File: config.mk
export PLATFORM = sky130hd
export DESIGN_NAME = ss_cfg_loader
export DESIGN_NICKNAME = d
export VERILOG_FILES = /design/src/rtl/ss_cfg_pkg.sv /design/src/rtl/ss_timeout.sv /design/src/rtl/ss_bitclk.sv /design/src/rtl/ss_serializer.sv /design/src/rtl/ss_cfg_loader.sv
export SDC_FILE = /design/constraint.sdc
export NUM_CORES = 1
export LEC_CHECK = 0
export ABC_CLOCK_PERIOD_IN_PS = 8800
export BUFFER_PORTS_ARGS = -buffer_cell sky130_fd_sc_hd__buf_2
export CAP_MARGIN = 5
export CORE_MARGIN = 8
export CORE_UTILIZATION = 42
export DETAILED_ROUTE_END_ITERATION = 10
export PLACE_DENSITY_LB_ADDON = 0.3
export SETUP_SLACK_MARGIN = 0.02
export SLEW_MARGIN = 20
export SYNTH_ARGS = -nofsm -noshare
export SYNTH_HDL_FRONTEND = slang
export SYNTH_SLANG_ARGS = --single-unit
export TNS_END_PERCENT = 20
File: constraint.sdc
create_clock -name clk -period 8.8 [get_ports clk]
set_clock_uncertainty 0.2 [all_clocks]
set_input_delay 1.32 -clock clk [delete_from_list [all_inputs] [get_ports clk]]
set_output_delay 1.32 -clock clk [all_outputs]
set_load 0.01 [all_outputs]
File: src/rtl/ss_cfg_pkg.sv
package ss_cfg_pkg;

    localparam int BYTE_W = 8;

    typedef enum logic [2:0] {
        ST_IDLE  = 3'd0,
        ST_PROG  = 3'd1,
        ST_WCLR  = 3'd2,
        ST_CHECK = 3'd3,
        ST_SHIFT = 3'd4,
        ST_FLUSH = 3'd5
    } ld_state_e;

    typedef enum logic [2:0] {
        ERR_NONE       = 3'd0,
        ERR_INIT_START = 3'd1,
        ERR_INIT_CLEAR = 3'd2,
        ERR_CRC        = 3'd3,
        ERR_DONE_TO    = 3'd4,
        ERR_READBACK   = 3'd5
    } ld_err_e;

    typedef struct packed {
        logic prog;
        logic cclk;
        logic cdata;
    } pin_s;

    function automatic logic is_timed(ld_state_e s);
        return (s == ST_PROG) || (s == ST_WCLR) || (s == ST_FLUSH);
    endfunction

endpackage

File: src/rtl/ss_timeout.sv
module ss_timeout #(
    parameter int TIMEOUT = 1000
) (
    input  logic clk,
    input  logic rst,
    input  logic clr,
    output logic expired
);
    localparam int TO_W = (TIMEOUT > 2) ? $clog2(TIMEOUT) : 1;

    logic [TO_W-1:0] cnt;

    always_ff @(posedge clk) begin
        if (rst || clr)
            cnt <= '0;
        else if (cnt != TO_W'(TIMEOUT - 1))
            cnt <= cnt + TO_W'(1);
    end

    assign expired = (cnt == TO_W'(TIMEOUT - 1));
endmodule

File: src/rtl/ss_bitclk.sv
module ss_bitclk #(
    parameter int HALF_CYC = 4
) (
    input  logic clk,
    input  logic rst,
    input  logic clr,
    output logic rise,
    output logic wrap
);
    localparam int PERIOD = 2 * HALF_CYC;
    localparam int PH_W   = (PERIOD > 2) ? $clog2(PERIOD) : 1;

    logic [PH_W-1:0] ph;

    always_ff @(posedge clk) begin
        if (rst || clr)
            ph <= '0;
        else if (ph == PH_W'(PERIOD - 1))
            ph <= '0;
        else
            ph <= ph + PH_W'(1);
    end

    assign rise = (ph == PH_W'(HALF_CYC - 1));
    assign wrap = (ph == PH_W'(PERIOD - 1));
endmodule

File: src/rtl/ss_serializer.sv
module ss_serializer
    import ss_cfg_pkg::*;
(
    input  logic              clk,
    input  logic              rst,
    input  logic              load,
    input  logic              adv,
    input  logic [BYTE_W-2:0] din_low,
    output logic              next_bit
);
    logic [BYTE_W-1:0] sh;

    always_ff @(posedge clk) begin
        if (rst)
            sh <= '0;
        else if (load)
            sh <= {din_low, 1'b0};
        else if (adv)
            sh <= {sh[BYTE_W-2:0], 1'b0};
    end

    assign next_bit = sh[BYTE_W-1];
endmodule

File: src/rtl/ss_cfg_loader.sv
module ss_cfg_loader
    import ss_cfg_pkg::*;
#(
    parameter int HALF_CYC = 4,
    parameter int TIMEOUT  = 1000000,
    parameter int CNT_W    = 24
) (
    input  logic             clk,
    input  logic             rst,
    input  logic             start_i,
    input  logic             readback_i,
    input  logic [CNT_W-1:0] byte_count_i,
    input  logic [7:0]       s_data_i,
    input  logic             s_valid_i,
    output logic             s_ready_o,
    output logic             prog_o,
    output logic             cclk_o,
    output logic             cdata_o,
    input  logic             init_i,
    input  logic             done_i,
    output logic             busy_o,
    output logic             fin_o,
    output logic [2:0]       err_o
);
    localparam int BIT_W = $clog2(BYTE_W);

    ld_state_e        st, nxt;
    pin_s             pins, np;
    logic [CNT_W-1:0] rem, nrem;
    logic [BIT_W-1:0] bit_idx, nbit;
    logic             fin_q, nfin;
    ld_err_e          err_q, nerr;

    logic    ser_load, ser_adv, ser_next;
    logic    tmr_clr, tmr_exp;
    logic    ph_clr, ph_rise, ph_wrap;
    logic    fail;
    ld_err_e fcode;
    logic    crc_seen;

    assign crc_seen = init_i && !done_i;

    ss_timeout #(.TIMEOUT(TIMEOUT)) u_tmr (
        .clk(clk), .rst(rst), .clr(tmr_clr), .expired(tmr_exp)
    );

    ss_bitclk #(.HALF_CYC(HALF_CYC)) u_div (
        .clk(clk), .rst(rst), .clr(ph_clr), .rise(ph_rise), .wrap(ph_wrap)
    );

    ss_serializer u_ser (
        .clk(clk), .rst(rst), .load(ser_load), .adv(ser_adv),
        .din_low(s_data_i[BYTE_W-2:0]), .next_bit(ser_next)
    );

    always_comb begin
        nxt      = st;
        np       = pins;
        nrem     = rem;
        nbit     = bit_idx;
        nfin     = 1'b0;
        nerr     = err_q;
        ser_load = 1'b0;
        ser_adv  = 1'b0;
        fail     = 1'b0;
        fcode    = ERR_NONE;
        unique case (st)
            ST_IDLE: begin
                if (readback_i) begin
                    nfin = 1'b1;
                    nerr = ERR_READBACK;
                end else if (start_i) begin
                    nxt     = ST_PROG;
                    np.prog = 1'b1;
                    nrem    = byte_count_i;
                    nerr    = ERR_NONE;
                end
            end
            ST_PROG: begin
                if (init_i) begin
                    nxt     = ST_WCLR;
                    np.prog = 1'b0;
                end else if (tmr_exp) begin
                    fail  = 1'b1;
                    fcode = ERR_INIT_START;
                end
            end
            ST_WCLR: begin
                if (!init_i)
                    nxt = ST_CHECK;
                else if (tmr_exp) begin
                    fail  = 1'b1;
                    fcode = ERR_INIT_CLEAR;
                end
            end
            ST_CHECK: begin
                if (rem == '0) begin
                    nxt      = ST_FLUSH;
                    np.cclk  = 1'b0;
                    np.cdata = 1'b1;
                end else if (crc_seen) begin
                    fail  = 1'b1;
                    fcode = ERR_CRC;
                end else if (s_valid_i) begin
                    nxt      = ST_SHIFT;
                    ser_load = 1'b1;
                    np.cclk  = 1'b0;
                    np.cdata = s_data_i[BYTE_W-1];
                    nrem     = rem - CNT_W'(1);
                    nbit     = '0;
                end
            end
            ST_SHIFT: begin
                if (ph_rise)
                    np.cclk = 1'b1;
                else if (ph_wrap) begin
                    if (bit_idx == BIT_W'(BYTE_W - 1))
                        nxt = ST_CHECK;
                    else begin
                        nbit     = bit_idx + BIT_W'(1);
                        ser_adv  = 1'b1;
                        np.cclk  = 1'b0;
                        np.cdata = ser_next;
                    end
                end
            end
            ST_FLUSH: begin
                if (done_i) begin
                    nxt  = ST_IDLE;
                    nfin = 1'b1;
                    nerr = ERR_NONE;
                    np   = '0;
                end else if (tmr_exp) begin
                    fail  = 1'b1;
                    fcode = ERR_DONE_TO;
                end else if (ph_rise)
                    np.cclk = 1'b1;
                else if (ph_wrap)
                    np.cclk = 1'b0;
            end
            default: nxt = ST_IDLE;
        endcase
        if (fail) begin
            nxt  = ST_IDLE;
            nfin = 1'b1;
            nerr = fcode;
            np   = '0;
        end
    end

    assign tmr_clr = (nxt != st) || !is_timed(st);
    assign ph_clr  = !((st == ST_SHIFT) || (st == ST_FLUSH));

    always_ff @(posedge clk) begin
        if (rst) begin
            st      <= ST_IDLE;
            pins    <= '0;
            rem     <= '0;
            bit_idx <= '0;
            fin_q   <= 1'b0;
            err_q   <= ERR_NONE;
        end else begin
            st      <= nxt;
            pins    <= np;
            rem     <= nrem;
            bit_idx <= nbit;
            fin_q   <= nfin;
            err_q   <= nerr;
        end
    end

    assign s_ready_o = (st == ST_CHECK) && (rem != '0) && !crc_seen;
    assign prog_o    = pins.prog;
    assign cclk_o    = pins.cclk;
    assign cdata_o   = pins.cdata;
    assign busy_o    = (st != ST_IDLE);
    assign fin_o     = fin_q;
    assign err_o     = err_q;
endmodule

==> reports/qor_table.md <==
| Metric | Reported | Unit |
|:---|:---|:---|
| Post-CTS Hold Fix Bufs | 0 | - |
| Synthesis Warnings | 0 | - |
| Critical path class | flop to primary output | - |
| Sequential area share after synthesis | 0.354 | - |
| Mean cell area of the mapped netlist | 7.71 | um^2 |
| Number of buffers created by CTS | 9 | - |
| Worst VDD drop | 0.000103 | V |
| Port Buffer Count | 47 | - |
| Vias/cell | 5.67 | - |
| Final worst-path cycle share | 0.467 | - |
| Drt first pass iters | 4 | - |
| CTS root buf | sky130_fd_sc_hd__clkbuf_8 | - |
| GR met1 Demand/Resource | 0.198 | - |
| Max-slew headroom at the worst pin | 0.311 | - |
| Global Route met3 Usage | 0.0400 | - |
| Initial detailed-routing violation count | 217 | - |
| # setup viols final | 0 | - |
| Setup Buffers After CTS | 0 | - |
| DR DRC count | 0 | - |
| Gate count after technology mapping | 491 | - |
| Largest cells by area after synthesis | sky130_fd_sc_hd__dfxtp_1 35%, sky130_fd_sc_hd__nand2_1 5.8%, sky130_fd_sc_hd__a21oi_1 5.4% | - |
| Final TNS setup | 0 | ps |
| Final RePlAce weighted congestion | 0.820 | - |
| Post-route minimum period | 4110 | ps |
| First-pass GRT wire length | 16.0 | mm |
| Number of violations of the max-capacitance limit | 0 | - |
| Endpoint required time on the critical path | 7280 | ps |
| CTS tree | built | - |
| Total chip power | 0.690 | mW |
| Setup crit end kind | primary output | - |
| Vias post-DR | 3586 | - |
| Maximum count of clock buffers along a single path | 2 | - |
| Number of enable flip-flop cells after synthesis | 0 | - |
| Post-route core utilization | 0.487 | - |
| Antenna Diode Count | 0 | - |
| Clock Latency Late Sink | 340 | ps |
| Count of standard-cell rows | 34 | - |
| Clk pin slew, worst setup/hold paths | 70 | ps |
| Average wire length per cell after detail routing | 14.5 | um |
| Post-Syn Nets | 537 | - |
| Met2 Track Usage GR | 0.232 | - |
| Antenna Violating Nets Remaining | 0 | - |
| Routed WL | 9.15 | mm |
| Share of final-layout standard cells stronger than drive strength 1 | 0.153 | - |
| Arrival time of data at the critical path endpoint | 2590 | ps |
| FF+latch count, synth | 67 | - |
| Max Freq | 243 | MHz |
| Result of the run | completed | - |
| Vertical extent of the die | 111 | um |
| Std-Cell Core Area | 8720 | um^2 |
| Fraction of registers with async set/reset | 0 | - |
| Proportion of netlist area held by the largest area contributor | 0.354 | - |
| Most instantiated flip-flop cell in the synthesis netlist | sky130_fd_sc_hd__dfxtp_1 | - |
| Pin count of the biggest net entering global routing | 45 | - |
| Max-slew violation total from the final report | 0 | - |
| Area grow syn2layout | 12.2 | % |
| Die extent in x | 111 | um |
| Library cell with the largest summed area after synthesis | sky130_fd_sc_hd__dfxtp_1 | - |
| Unrepaired setup endpoints after global routing | false | - |
| Final hold vios | 0 | - |
| Leak pwr | 1.52 | nW |
| Slew at the pin closest to its max-slew limit | 1030 | ps |
| Cell variety after synth | 54 | - |
| Hold Crit Class | flop to flop | - |
| Largest fanout of any net on the critical path | 5 | - |
| Starting utilization of the core area | 0.434 | - |
| Busiest layer in global routing | met2 | - |
| Number of top-level pins | 48 | - |
| Initial antenna violation count | 0 | - |
| GRT Residual Overflow | 0 | - |
| H-tree level count | 3 | - |
| Critical path launch point type | flop | - |
| Post-synthesis instance area | 3790 | um^2 |
| Power per unit of standard cell area | 163 | nW/um^2 |
| Sink count of the clock tree | 67 | - |
| Vias in the first global route | 3434 | - |
| Post-cts repair resize count | 0 | - |
| Nets | 565 | - |
| Die area | 12300 | um^2 |
| Placed wire-length estimate | 6.36 | mm |
| GRT Util Overall | 0.149 | - |
## layer usage
| metal | vias up | routed length, um |
|---|---|---|
| li1 | 1828 | - |
| met1 | 1682 | 4460 |
| met2 | 70 | 4190 |
| met3 | 6 | 400 |
| met4 | 0 | 98 |
| met5 | - | 0 |
## where the power goes
| part | total [mW] | switching (mW) | internal (mW) |
|---|---|---|---|
| combinational | 0.124 | 0.0782 | 0.0456 |
| sequential | 0.326 | 0.0117 | 0.314 |
| clock | 0.241 | 0.123 | 0.118 |
| total | 0.690 | 0.212 | 0.478 |
## final cells by class
class	instances	area, um^2
repair buffers	53	280
well taps	108	135
multi-input cells	380	2270
clock inverters	5	36.3
flip-flops and latches	67	1340
inverters	8	30.0
fillers	853	4470
clock buffers	11	151
## layout by cell type (no fill, tap or decap), drive strengths merged, types with 5 or more instances in the layout
master / instances
dfxtp: 67
a21oi: 41
clkbuf: 11
inv: 9
mux2i: 7
o21ai: 31
a211oi: 15
buf: 53
o31ai: 5
or3: 12
nor2: 45
nor4: 12
nand2: 59
ha: 7
xnor2: 11
or4: 5
nand2b: 9
nand3: 16
nor3b: 7
xor2: 5
nor3: 28
a31oi: 6
## metrics by stage
| step | setup WS [ps] | instance area [um^2] | hold WS, ps | instances |
|---|---|---|---|---|
| global route | 4590 | 4250 | 255 | 632 |
| finish | 4690 | 4250 | 239 | 632 |
| CTS | 4690 | 4250 | 247 | 632 |
| detailed placement | 4990 | 4060 | 235 | 616 |
| global placement | 5090 | 4060 | 216 | 616 |
| floorplan | 5330 | 3790 | 208 | 491 |
## path summary, 6_finish.rpt
kind	start	to	slack, ps	depth (start not counted)
max	rem[0]$_SDFFE_PP0P_	s_ready_o	4690	7
min reg2reg	u_div.ph[0]$_SDFF_PP0_	u_div.ph[0]$_SDFF_PP0_	240	1
min	u_div.ph[0]$_SDFF_PP0_	u_div.ph[0]$_SDFF_PP0_	240	1
max reg2reg	rem[0]$_SDFFE_PP0P_	rem[11]$_SDFFE_PP0P_	5260	8
## cell usage after synthesis, drive strengths merged (4+ instances only)
master,n
a211oi,15
a21oi,41
a31oi,6
and2,4
and3,4
buf,9
clkbuf,27
dfxtp,67
ha,7
inv,8
mux2i,7
nand2,59
nand2b,9
nand3,16
nand4,4
nor2,45
nor2b,4
nor3,28
nor3b,7
nor4,12
o21ai,31
o22ai,4
o31ai,5
o32ai,4
or2,4
or3,12
or4,5
xnor2,11
xor2,5
## critical path: stages (launching register included)
cell and delay [ps]:
sky130_fd_sc_hd__dfxtp_1 330, sky130_fd_sc_hd__inv_1 80, sky130_fd_sc_hd__ha_1 220, sky130_fd_sc_hd__or4b_4 530, sky130_fd_sc_hd__or4_1 610, sky130_fd_sc_hd__nor2_1 230
sky130_fd_sc_hd__nor3b_1 100, sky130_fd_sc_hd__buf_2 150
## cell families after synthesis
| family | count (synthesis) | synth area share |
|---|---|---|
| AO/OA/AOI/OAI | 127 | 0.214 |
| XOR/XNOR | 16 | 0.0370 |
| adder cells (fa/ha/maj) | 7 | 0.0231 |
| buffers and inverters | 44 | 0.0463 |
| flip-flops | 67 | 0.354 |
| multiplexers | 7 | 0.0185 |
| AND/OR/NAND/NOR | 223 | 0.306 |
## sequential cells by signal (all words and copies together), names as in the netlist, 3 cells and up
name and cells:
st 3, bit_idx 3, u_ser.sh 7, rem 24, u_tmr.cnt 20, err_o 3
u_div.ph 3
No activity file was read; power rests on OpenSTA's default activity.
